--- config.mk ---
export PLATFORM = sky130hd
export DESIGN_NAME = spi_flash_engine
export DESIGN_NICKNAME = d
export VERILOG_FILES = /design/src/rtl/spi_eng_pkg.sv /design/src/rtl/spi_eng_clkdiv.sv /design/src/rtl/spi_eng_regs.sv /design/src/rtl/spi_eng_seq.sv /design/src/rtl/spi_flash_engine.sv
export SDC_FILE = /design/constraint.sdc
export NUM_CORES = 1
export LEC_CHECK = 0
export ABC_CLOCK_PERIOD_IN_PS = 7000
export CORE_ASPECT_RATIO = 2
export CORE_UTILIZATION = 30
export CTS_CLUSTER_DIAMETER = 40
export DETAILED_ROUTE_END_ITERATION = 16
export HOLD_SLACK_MARGIN = 0.12
export PLACE_DENSITY = 0.47
export RECOVER_POWER = 100
export REMOVE_ABC_BUFFERS = 1
export SLEW_MARGIN = 0
export SYNTH_ARGS = -nofsm -noshare
export SYNTH_HDL_FRONTEND = slang
export SYNTH_SLANG_ARGS = --single-unit
--- constraint.sdc ---
create_clock -name clk -period 7 [get_ports clk]
set_input_delay 2.1 -clock clk [delete_from_list [all_inputs] [get_ports clk]]
set_output_delay 2.1 -clock clk [all_outputs]
set_load 0.1 [all_outputs]
--- src/rtl/spi_eng_pkg.sv ---
package spi_eng_pkg;

    localparam int BUF_WORDS = 8;
    localparam int BUF_BITS  = BUF_WORDS * 32;
    localparam int OPC_MAX   = 32;
    localparam int DATA_MAX  = BUF_BITS;
    localparam int CNT_W     = $clog2(DATA_MAX) + 1;
    localparam int BIDX_W    = $clog2(BUF_BITS);

    typedef enum logic [1:0] {
        PH_IDLE = 2'd0,
        PH_OPC  = 2'd1,
        PH_TXD  = 2'd2,
        PH_RXD  = 2'd3
    } phase_e;

    // register word indices (byte offset / 4)
    localparam logic [3:0] W_CTRL = 4'd0;
    localparam logic [3:0] W_OPC  = 4'd1;
    localparam logic [3:0] W_BUF0 = 4'd2;
    localparam logic [3:0] W_MCFG = 4'd10;
    localparam logic [3:0] W_CNTS = 4'd11;
    localparam logic [3:0] W_CSEL = 4'd14;

    localparam int START_BIT = 8;
    localparam int BUSY_BIT  = 16;
    localparam int LSB_BIT   = 3;
    localparam int DIV_LSB   = 16;

    function automatic logic [2:0] bit_in_byte(input logic [2:0] j, input logic lsb_first);
        return lsb_first ? j : (3'd7 - j);
    endfunction

endpackage

--- src/rtl/spi_eng_clkdiv.sv ---
module spi_eng_clkdiv #(
    parameter int DIV_W = 12
) (
    input  logic             clk,
    input  logic             rst_n,
    input  logic             run_i,
    input  logic [DIV_W-1:0] div_i,
    output logic             rise_o,
    output logic             fall_o
);
    localparam int PW = DIV_W + 1;

    logic [PW-1:0] per, hi_len, lo_len;
    logic [PW-1:0] cnt_d, cnt_q;

    always_comb begin
        per    = {1'b0, div_i} + PW'(2);
        hi_len = per >> 1;
        lo_len = per - hi_len;
        rise_o = run_i && (cnt_q == lo_len - PW'(1));
        fall_o = run_i && (cnt_q == per - PW'(1));
        cnt_d  = '0;
        if (run_i && !fall_o) begin
            cnt_d = cnt_q + PW'(1);
        end
    end

    always_ff @(posedge clk or negedge rst_n) begin
        if (!rst_n) cnt_q <= '0;
        else        cnt_q <= cnt_d;
    end

    // the bit counter never leaves the programmed period
    a_r3_cnt_in_period: assert property (@(posedge clk) disable iff (!rst_n)
        run_i |-> (cnt_q < per));

endmodule

--- src/rtl/spi_eng_regs.sv ---
module spi_eng_regs
    import spi_eng_pkg::*;
#(
    parameter int NUM_CS = 2,
    parameter int DIV_W  = 12
) (
    input  logic                clk,
    input  logic                rst_n,
    input  logic                bus_valid_i,
    input  logic                bus_write_i,
    input  logic [3:0]          bus_word_i,
    input  logic [31:0]         bus_wdata_i,
    output logic [31:0]         bus_rdata_o,
    input  logic                busy_i,
    input  logic                rx_we_i,
    input  logic [BIDX_W-1:0]   rx_idx_i,
    input  logic                rx_val_i,
    output logic                start_o,
    output logic [31:0]         opcode_o,
    output logic [BUF_BITS-1:0] buf_o,
    output logic [DIV_W-1:0]    div_o,
    output logic                lsb_o,
    output logic [7:0]          ops_f_o,
    output logic [CNT_W-1:0]    tx_f_o,
    output logic [CNT_W-1:0]    rx_f_o,
    output logic [NUM_CS-1:0]   cs_n_o
);
    typedef struct packed {
        logic [31:0]         opcode;
        logic [BUF_BITS-1:0] dbuf;
        logic [DIV_W-1:0]    div;
        logic                lsb;
        logic [7:0]          ops;
        logic [CNT_W-1:0]    rxn;
        logic [CNT_W-1:0]    txn;
        logic [NUM_CS-1:0]   cs;
    } regs_t;

    regs_t q, d;
    logic  wr;

    always_comb begin
        wr      = bus_valid_i && bus_write_i;
        start_o = wr && (bus_word_i == W_CTRL) && bus_wdata_i[START_BIT];
        d       = q;
        if (wr && !busy_i) begin
            if (bus_word_i == W_OPC) d.opcode = bus_wdata_i;
            if (bus_word_i == W_MCFG) begin
                d.div = bus_wdata_i[DIV_LSB +: DIV_W];
                d.lsb = bus_wdata_i[LSB_BIT];
            end
            if (bus_word_i == W_CNTS) begin
                d.ops = bus_wdata_i[31:24];
                d.rxn = bus_wdata_i[12 +: CNT_W];
                d.txn = bus_wdata_i[0 +: CNT_W];
            end
            for (int w = 0; w < BUF_WORDS; w++) begin
                if (bus_word_i == W_BUF0 + 4'(w)) d.dbuf[32*w +: 32] = bus_wdata_i;
            end
        end
        if (wr && (bus_word_i == W_CSEL)) d.cs = bus_wdata_i[NUM_CS-1:0];
        if (rx_we_i) d.dbuf[rx_idx_i] = rx_val_i;
    end

    always_comb begin
        bus_rdata_o = '0;
        case (bus_word_i)
            W_CTRL: bus_rdata_o[BUSY_BIT] = busy_i;
            W_OPC:  bus_rdata_o = q.opcode;
            W_MCFG: begin
                bus_rdata_o[DIV_LSB +: DIV_W] = q.div;
                bus_rdata_o[LSB_BIT]          = q.lsb;
            end
            W_CNTS: begin
                bus_rdata_o[31:24]       = q.ops;
                bus_rdata_o[12 +: CNT_W] = q.rxn;
                bus_rdata_o[0 +: CNT_W]  = q.txn;
            end
            W_CSEL: bus_rdata_o[NUM_CS-1:0] = q.cs;
            default: begin
                for (int w = 0; w < BUF_WORDS; w++) begin
                    if (bus_word_i == W_BUF0 + 4'(w)) bus_rdata_o = q.dbuf[32*w +: 32];
                end
            end
        endcase
    end

    always_ff @(posedge clk or negedge rst_n) begin
        if (!rst_n) q <= '0;
        else        q <= d;
    end

    assign opcode_o = q.opcode;
    assign buf_o    = q.dbuf;
    assign div_o    = q.div;
    assign lsb_o    = q.lsb;
    assign ops_f_o  = q.ops;
    assign tx_f_o   = q.txn;
    assign rx_f_o   = q.rxn;
    assign cs_n_o   = ~q.cs;

    // configuration is frozen across a busy cycle
    a_r10_cfg_frozen: assert property (@(posedge clk) disable iff (!rst_n)
        $past(busy_i) |-> ($stable(q.opcode) && $stable(q.div) && $stable(q.lsb)
                           && $stable(q.ops) && $stable(q.rxn) && $stable(q.txn)));

endmodule

--- src/rtl/spi_eng_seq.sv ---
module spi_eng_seq
    import spi_eng_pkg::*;
(
    input  logic                clk,
    input  logic                rst_n,
    input  logic                start_i,
    input  logic [31:0]         opcode_i,
    input  logic [BUF_BITS-1:0] buf_i,
    input  logic                lsb_i,
    input  logic [7:0]          ops_f_i,
    input  logic [CNT_W-1:0]    tx_f_i,
    input  logic [CNT_W-1:0]    rx_f_i,
    input  logic                rise_i,
    input  logic                fall_i,
    input  logic                miso_i,
    output logic                busy_o,
    output logic                sck_o,
    output logic                mosi_o,
    output logic                rx_we_o,
    output logic [BIDX_W-1:0]   rx_idx_o,
    output logic                rx_val_o
);
    typedef struct packed {
        phase_e           phase;
        logic [CNT_W-1:0] bitn;
        logic             sck;
        logic             mosi;
    } seq_t;

    seq_t q, d;
    logic [CNT_W-1:0] ops_c, tx_c, rx_c, cur_c;
    logic             any_bits;

    always_comb begin
        ops_c    = (ops_f_i > 8'(OPC_MAX)) ? CNT_W'(OPC_MAX) : CNT_W'(ops_f_i);
        tx_c     = (tx_f_i > CNT_W'(DATA_MAX)) ? CNT_W'(DATA_MAX) : tx_f_i;
        rx_c     = (rx_f_i > CNT_W'(DATA_MAX)) ? CNT_W'(DATA_MAX) : rx_f_i;
        any_bits = (ops_c != '0) || (tx_c != '0) || (rx_c != '0);
        case (q.phase)
            PH_OPC:  cur_c = ops_c;
            PH_TXD:  cur_c = tx_c;
            PH_RXD:  cur_c = rx_c;
            default: cur_c = '0;
        endcase
    end

    always_comb begin
        d        = q;
        rx_we_o  = 1'b0;
        rx_val_o = miso_i;
        rx_idx_o = {q.bitn[7:3], bit_in_byte(q.bitn[2:0], lsb_i)};
        if (q.phase == PH_IDLE) begin
            if (start_i && any_bits) begin
                d.bitn = '0;
                if (ops_c != '0)     d.phase = PH_OPC;
                else if (tx_c != '0) d.phase = PH_TXD;
                else                 d.phase = PH_RXD;
            end
        end else begin
            if (rise_i) begin
                d.sck = 1'b1;
                if (q.phase == PH_RXD) rx_we_o = 1'b1;
            end
            if (fall_i) begin
                d.sck = 1'b0;
                if (({1'b0, q.bitn} + 1'b1) == {1'b0, cur_c}) begin
                    d.bitn = '0;
                    case (q.phase)
                        PH_OPC:  d.phase = (tx_c != '0) ? PH_TXD : ((rx_c != '0) ? PH_RXD : PH_IDLE);
                        PH_TXD:  d.phase = (rx_c != '0) ? PH_RXD : PH_IDLE;
                        default: d.phase = PH_IDLE;
                    endcase
                end else begin
                    d.bitn = q.bitn + 1'b1;
                end
            end
        end
        case (d.phase)
            PH_OPC:  d.mosi = opcode_i[{~d.bitn[4:3], bit_in_byte(d.bitn[2:0], lsb_i)}];
            PH_TXD:  d.mosi = buf_i[{d.bitn[7:3], bit_in_byte(d.bitn[2:0], lsb_i)}];
            default: d.mosi = 1'b0;
        endcase
    end

    always_ff @(posedge clk or negedge rst_n) begin
        if (!rst_n) q <= '{phase: PH_IDLE, bitn: '0, sck: 1'b0, mosi: 1'b0};
        else        q <= d;
    end

    assign busy_o = (q.phase != PH_IDLE);
    assign sck_o  = q.sck;
    assign mosi_o = q.mosi;

    // an accepted start raises busy on the next cycle
    a_r2_start_busy: assert property (@(posedge clk) disable iff (!rst_n)
        (start_i && !busy_o && any_bits) |=> busy_o);
    // SCK rests low while idle
    a_r3_sck_idle_low: assert property (@(posedge clk) disable iff (!rst_n)
        !busy_o |-> !sck_o);
    // MOSI only moves with a falling SCK edge inside a transaction
    a_r8_mosi_on_fall: assert property (@(posedge clk) disable iff (!rst_n)
        (busy_o && $past(busy_o) && !$fell(sck_o)) |-> $stable(mosi_o));
    // MOSI is low in the receive phase
    a_r8_rx_mosi_low: assert property (@(posedge clk) disable iff (!rst_n)
        (q.phase == PH_RXD) |-> !mosi_o);
    // SCK pulses occur only inside a transaction
    a_r4_edge_in_xfer: assert property (@(posedge clk) disable iff (!rst_n)
        $rose(sck_o) |-> busy_o);

endmodule

--- src/rtl/spi_flash_engine.sv ---
module spi_flash_engine
    import spi_eng_pkg::*;
#(
    parameter int NUM_CS = 2,
    parameter int DIV_W  = 12
) (
    input  logic              clk,
    input  logic              rst_n,
    input  logic              bus_valid,
    input  logic              bus_write,
    input  logic [3:0]        bus_word,
    input  logic [31:0]       bus_wdata,
    output logic [31:0]       bus_rdata,
    output logic              spi_sck,
    output logic              spi_mosi,
    input  logic              spi_miso,
    output logic [NUM_CS-1:0] spi_cs_n
);
    logic                start, busy, lsb, rise, fall;
    logic                rx_we, rx_val;
    logic [BIDX_W-1:0]   rx_idx;
    logic [31:0]         opcode;
    logic [BUF_BITS-1:0] dbuf;
    logic [DIV_W-1:0]    div;
    logic [7:0]          ops_f;
    logic [CNT_W-1:0]    tx_f, rx_f;

    spi_eng_regs #(.NUM_CS(NUM_CS), .DIV_W(DIV_W)) u_regs (
        .clk(clk), .rst_n(rst_n),
        .bus_valid_i(bus_valid), .bus_write_i(bus_write), .bus_word_i(bus_word),
        .bus_wdata_i(bus_wdata), .bus_rdata_o(bus_rdata),
        .busy_i(busy), .rx_we_i(rx_we), .rx_idx_i(rx_idx), .rx_val_i(rx_val),
        .start_o(start), .opcode_o(opcode), .buf_o(dbuf), .div_o(div), .lsb_o(lsb),
        .ops_f_o(ops_f), .tx_f_o(tx_f), .rx_f_o(rx_f), .cs_n_o(spi_cs_n)
    );

    spi_eng_clkdiv #(.DIV_W(DIV_W)) u_clkdiv (
        .clk(clk), .rst_n(rst_n), .run_i(busy), .div_i(div),
        .rise_o(rise), .fall_o(fall)
    );

    spi_eng_seq u_seq (
        .clk(clk), .rst_n(rst_n), .start_i(start),
        .opcode_i(opcode), .buf_i(dbuf), .lsb_i(lsb),
        .ops_f_i(ops_f), .tx_f_i(tx_f), .rx_f_i(rx_f),
        .rise_i(rise), .fall_i(fall), .miso_i(spi_miso),
        .busy_o(busy), .sck_o(spi_sck), .mosi_o(spi_mosi),
        .rx_we_o(rx_we), .rx_idx_o(rx_idx), .rx_val_o(rx_val)
    );

endmodule

* After elaboration in Yosys (flattened, before gate mapping)
Cells that the tools add are included.
Word-level totals: output and inout port bits 36, register bits 355
Cells by class: bitwise gates (word level) 3, $add $sub $neg 9, magnitude comparators 7, multiplexer cells 60, eq/ne operators 21, reduce and logical (&&, ||, !) cells 32
Operators with widths (number):
- $mux W32 | 16
- $mux W295 | 1
- $bwmux W256 | 1
- $mux W256 | 1
- $pmux W4 S4 | 2
- $mux W9 | 3
- $pmux W9 S3 | 1
- $reduce_bool A9 Y1 | 3
- $eq A13 B13 Y1 | 2
- $mux W13 | 2
- $mux W26 | 1
- $sub A13 B1 Y13 const B | 2
- $pmux W4 S3 | 2
- $mux W11 | 2
- $eq A4 B4 Y1 const B | 5
- $gt A9 B9 Y1 const B | 2
- $lt A8 B9 Y1 const B | 2
- $eq A4 B3 Y1 const B | 4
- $pmux W5 S3 | 1
- $add A12 B2 Y13 const B | 1
- $add A13 B1 Y13 const B | 1
- $sub A13 B12 Y13 | 1
- $mux W12 | 1
- $add A9 B1 Y10 const B | 1
- 38 further kinds | 74

* Depth between registers and ports, before layout
depth in word-level cells 14, depth in mapped cells 23, mapped depth without buffers 21

* Modules after synthesis
Synthesis repeated with hierarchy kept, for this count alone.
Unflattened totals: cell total of the unflattened synthesis 3432, area, all modules 29081.6 µm²
Modules (own cells, without submodules):
- spi_eng_regs | cells each 2475, instances 1, area each 21896.0 µm², sequential area each 8232.9 µm²
- spi_eng_seq | cells each 695, instances 1, area each 5108.6 µm², sequential area each 325.3 µm²
- spi_eng_clkdiv | cells each 262, instances 1, area each 2077.0 µm², sequential area each 325.3 µm²

* Worst setup path before layout
OpenSTA, ideal clock, no wires.
path kind input-to-output, start point input port bus_word[2], end point output port bus_rdata[11], data required time 4.900 ns, cell stages on the path 4, slack 0.147 ns, arrival 4.753 ns, buffers on the path 2, cells stage by stage clkbuf_1 nand2b_1 clkbuf_1 o21ai_0
Between the ends: word-level cells in the longest chain between the ends 10, elaborated cells on any way between the ends 23
Ends and longest elaborated chain:
- start, declared | RTL line spi_flash_engine.sv:11 | input logic [3:0] bus_word,
- $eq A4 B2 Y1 | RTL line spi_eng_regs.sv:82 | if (bus_word_i == W_BUF0 + 4'(w)) bus_rdata_o = q.dbuf[32*w +: 32];
- $mux W32 (8 in a row) | RTL line spi_eng_regs.sv:82
- $pmux W3 S2 * | RTL line spi_eng_regs.sv:67 | case (bus_word_i)
- end, declared | RTL line spi_flash_engine.sv:13 | output logic [31:0] bus_rdata,
Every way passes the cells marked *; elsewhere a longest branch is shown, timed or not.

* Worst setup path after layout
start point input port bus_word[0], end point output port bus_rdata[5]
Between the ends: word-level cells in the longest chain between the ends 10, elaborated cells on any way between the ends 23
Ends and longest elaborated chain (RTL line):
- $eq A4 B2 Y1 | spi_eng_regs.sv:82
- $mux W32 (8 in a row) | spi_eng_regs.sv:82
- $pmux W5 S3 * | spi_eng_regs.sv:67
Marked as above.

==> impl_metrics.json <==
{
  "fp.dieH_um": 409,
  "root_buffer": "sky130_fd_sc_hd__clkbuf_16",
  "max-vdd-ir-drop_mv": 0.190,
  "detailedPlace.worstSlack_ns": 0.236,
  "timing.hold.worst_path_depth": 1,
  "dr.pass1.iters": 6,
  "avgSynthCellArea_um2": 9.91,
  "routed_wl_um": 122000,
  "floorplan.initialDensity_pct": 30.2,
  "synth_commonest_cells": "sky130_fd_sc_hd__dfrtp_1 (355), sky130_fd_sc_hd__mux2_2 (342), sky130_fd_sc_hd__mux2i_1 (210)",
  "cells_along_the_critical_path": "clkdlybuf4s50_1 > clkbuf_1 > nand2b_1 > buf_4 > nor2_4 > buf_4 > a221oi_1 > nand4_1 > clkbuf_4",
  "synth.cell_area_mm2": 0.0249,
  "final-max-slew-violation-count": 342,
  "synth_enable_flop_cells": 0,
  "failed_checks": "max-capacitance violations, max-slew violations",
  "synth_seq_cells": 355,
  "share_of_cells_above_drive_strength_1_pct": 25.3,
  "cp_data_required_time_ns": 4.90,
  "gp_congestion": 1.02,
  "slew_margin_rel_pct": -183,
  "post_synth_main_area_contributors": "sky130_fd_sc_hd__dfrtp_1 (36%), sky130_fd_sc_hd__mux2_2 (15%), sky130_fd_sc_hd__mux2i_1 (8.5%), sky130_fd_sc_hd__o31a_1 (4.6%), sky130_fd_sc_hd__nor3_1 (3.3%)",
  "global_route.usage.total_pct": 28.9,
  "fp.dieArea_mm2": 0.0841,
  "worst_pin_slew_ns": 4.24,
  "tritoncts": "yes",
  "power.leakage_nw": 11.5,
  "count_of_yosys_warnings_during_synthesis": 0,
  "critical_path_arrival_ns": 4.75,
  "synth_most_common_cell": "sky130_fd_sc_hd__dfrtp_1",
  "area_growth_syn_to_layout_pct": 17.6,
  "synth_cell_type_count": 91,
  "dr.first_iter.drc_count": 1966,
  "crit-reg2reg-launch": "u_regs.div_o[3]",
  "worst_hold_slack_ns": 0.550,
  "peak_per_stage_delay_on_the_critical_path_ns": 0.64,
  "count_of_mapped_cells_out_of_synthesis": 2508,
  "min_path_type": "register to register",
  "fin_tns_setup_ns": 0,
  "finClkSkew_ns": 0.0434,
  "cts.repair.resized": 0,
  "finalNonFillerCells": 3668,
  "setup_viol": 0,
  "critPathMaxFanout": 10,
  "slowest_stage": "sky130_fd_sc_hd__clkdlybuf4s50_1",
  "grt_pass1_vias": 23100,
  "synthArstFlopShare_pct": 100,
  "synth_top_area_cell": "sky130_fd_sc_hd__dfrtp_1",
  "design.core.area_mm2": 0.0822,
  "io-pin-count": 77,
  "drt-vias-per-instance": 6.10,
  "period_utilization_pct": 97.8,
  "worst_r2r_endpoint": "u_seq.mosi_o",
  "setup.worst_path.start_class": "primary input",
  "grt_overflow_total": 0,
  "row_count": 149,
  "max_freq_mhz": 146,
  "place_inst": 3568,
  "post-route-drc-count": 0,
  "synth_seq_area_share_pct": 35.7,
  "cts-htree-levels": 2,
  "drv_cap": 7,
  "num-nets-final": 2641,
  "setup_ws_ns": 0.151,
  "fin_crit_ns": 6.85,
  "route.detailed.wl_per_inst_um": 33.2,
  "maximum_root_to_sink_buffer_count": 3,
  "n_fill_cell": 8279,
  "rr_worst_depth": 16,
  "ant_nets": 0,
  "total_clock_sinks": 355,
  "run_status": "complete, but fails checks",
  "cts-hold-fix-buffers": 0,
  "slack_of_the_worst_reg_to_reg_path_ns": 0.57,
  "first_pass_grt_wire_length_um": 172000,
  "synth_top_cell_area_share_pct": 35.7,
  "place.detailed.hpwl_um": 86100,
  "timing.critical_path.to": "bus_rdata[5]",
  "power_per_cell_area_mw_per_mm2": 186,
  "crit_path_end_kind": "output pin",
  "number_of_antenna_violations_at_the_first_check_in_global_routing": 2,
  "tritoncts.num_buffers": 52,
  "clkTransAtPathRegs_ns": 0.06,
  "rsz0062_at_grt": "no",
  "postCtsSetupRepairBufs": 0,
  "synth_ff_type": "sky130_fd_sc_hd__dfrtp_1",
  "final_hold_violation_count": 0,
  "grt_start_max_net_pins": 143,
  "insertion_delay_ns": 0.65,
  "cpMostUsedCell": "sky130_fd_sc_hd__buf_4",
  "numPortBuffers": 76,
  "path_class": "primary input to output pin",
  "timing.critical_path.from": "bus_word[0]",
  "num_vias": 22400,
  "floorplan.die.width_um": 206
}
==> layout make-up <==
cell class                 instances  area, um^2  area share, %
multi-input combinational       1889       15000           51.2
timing repair buffer             227        2090           7.16
antenna                            2        5.00         0.0171
sequential                       355        8880           30.4
clock buffer                      65        1420           4.86
inverter                          40         150          0.514
clock inverter                    33         395           1.35
tap                             1057        1320           4.52
==> layer usage <==
metal | vias to the layer above | part of all wire (%) | global-route usage, %
met5 | - | 0 | 0
met4 | 0 | 10 | 25.2
met3 | 440 | 5.3 | 4.26
met2 | 1051 | 50 | 50.0
met1 | 11300 | 34 | 30.2
li1 | 9587 | - | -
==> cell usage in the layout, fill, tap and decap left out, types with 20 or more instances in the layout <==
cell,instances
sky130_fd_sc_hd__buf_4,125
sky130_fd_sc_hd__clkbuf_16,53
sky130_fd_sc_hd__clkdlybuf4s50_1,38
sky130_fd_sc_hd__nor2b_1,20
sky130_fd_sc_hd__a21oi_1,39
sky130_fd_sc_hd__o22ai_1,35
sky130_fd_sc_hd__nand4_1,27
sky130_fd_sc_hd__nor3_1,155
sky130_fd_sc_hd__buf_12,25
sky130_fd_sc_hd__mux2i_1,210
sky130_fd_sc_hd__a22o_1,35
sky130_fd_sc_hd__o21ai_0,164
sky130_fd_sc_hd__inv_1,39
sky130_fd_sc_hd__nor2_1,53
sky130_fd_sc_hd__nor4_1,20
sky130_fd_sc_hd__mux2_2,338
sky130_fd_sc_hd__xnor2_1,48
sky130_fd_sc_hd__dfrtp_1,355
sky130_fd_sc_hd__a221oi_1,36
sky130_fd_sc_hd__xor2_1,22
sky130_fd_sc_hd__nand3_1,30
sky130_fd_sc_hd__o31a_1,130
sky130_fd_sc_hd__ha_1,35
sky130_fd_sc_hd__a22oi_1,72
sky130_fd_sc_hd__nand2_1,198
==> worst min path at each step <==
stage,start,endpoint
final,u_regs.opcode_o[12],u_regs.opcode_o[12]
after global routing,u_regs.opcode_o[14],u_regs.opcode_o[14]
after CTS,u_regs.opcode_o[12],u_regs.opcode_o[12]
after detailed placement,u_regs.opcode_o[12],u_regs.opcode_o[12]
after global placement,u_regs.opcode_o[15],u_regs.opcode_o[15]
after floorplan,u_regs.opcode_o[13],u_regs.opcode_o[13]
==> state kept, by name, indices dropped and copies added, names as in the netlist <==
signal,flops
u_seq.sck_o,1
u_regs.ops_f_o,8
u_seq.mosi_o,1
u_regs.lsb_o,1
u_regs.div_o,12
u_clkdiv.cnt_q,13
u_regs.opcode_o,32
u_regs.buf_o,256
u_regs.q,2
u_regs.tx_f_o,9
u_regs.rx_f_o,9
u_seq.rx_idx_o,5
u_seq.q,6
==> per-stage QoR <==
step	power (mW)	util (%)	instance area, um^2
after floorplan	2.36	-	23900
after global placement	2.65	33.7	27700
after detailed placement	2.66	33.7	27700
after CTS	5.50	35.9	29500
after global routing	5.57	35.5	29200
final	5.44	35.6	29200
==> critical path: cells and delay by family <==
| family | cells | cell delay (ns) |
|---|---|---|
| AOI/OAI and AO/OA | 1 | 0.10 |
| buffers and inverters | 5 | 1.84 |
| and+or+nand+nor | 3 | 0.68 |
==> cell families after synthesis <==
kind of cell / count (synthesis) / share of synthesized area, %
and+or+nand+nor: 601 / 11.9
DFF: 355 / 35.7
adders and majority gates: 35 / 1.76
AOI/OAI and AO/OA: 613 / 18.0
muxes: 562 / 24.8
xor gates and xnor gates: 78 / 3.21
buffers and inverters: 264 / 4.52
==> power breakdown <==
| part | internal, mW | leakage (nW) | switching (mW) |
|---|---|---|---|
| combinational | 0.137 | 6.06 | 0.325 |
| sequential | 2.09 | 4.59 | 0.0533 |
| clock | 1.63 | 0.879 | 1.20 |
| total | 3.86 | 11.5 | 1.58 |
Note: power is estimated with default switching activity, not from simulation.
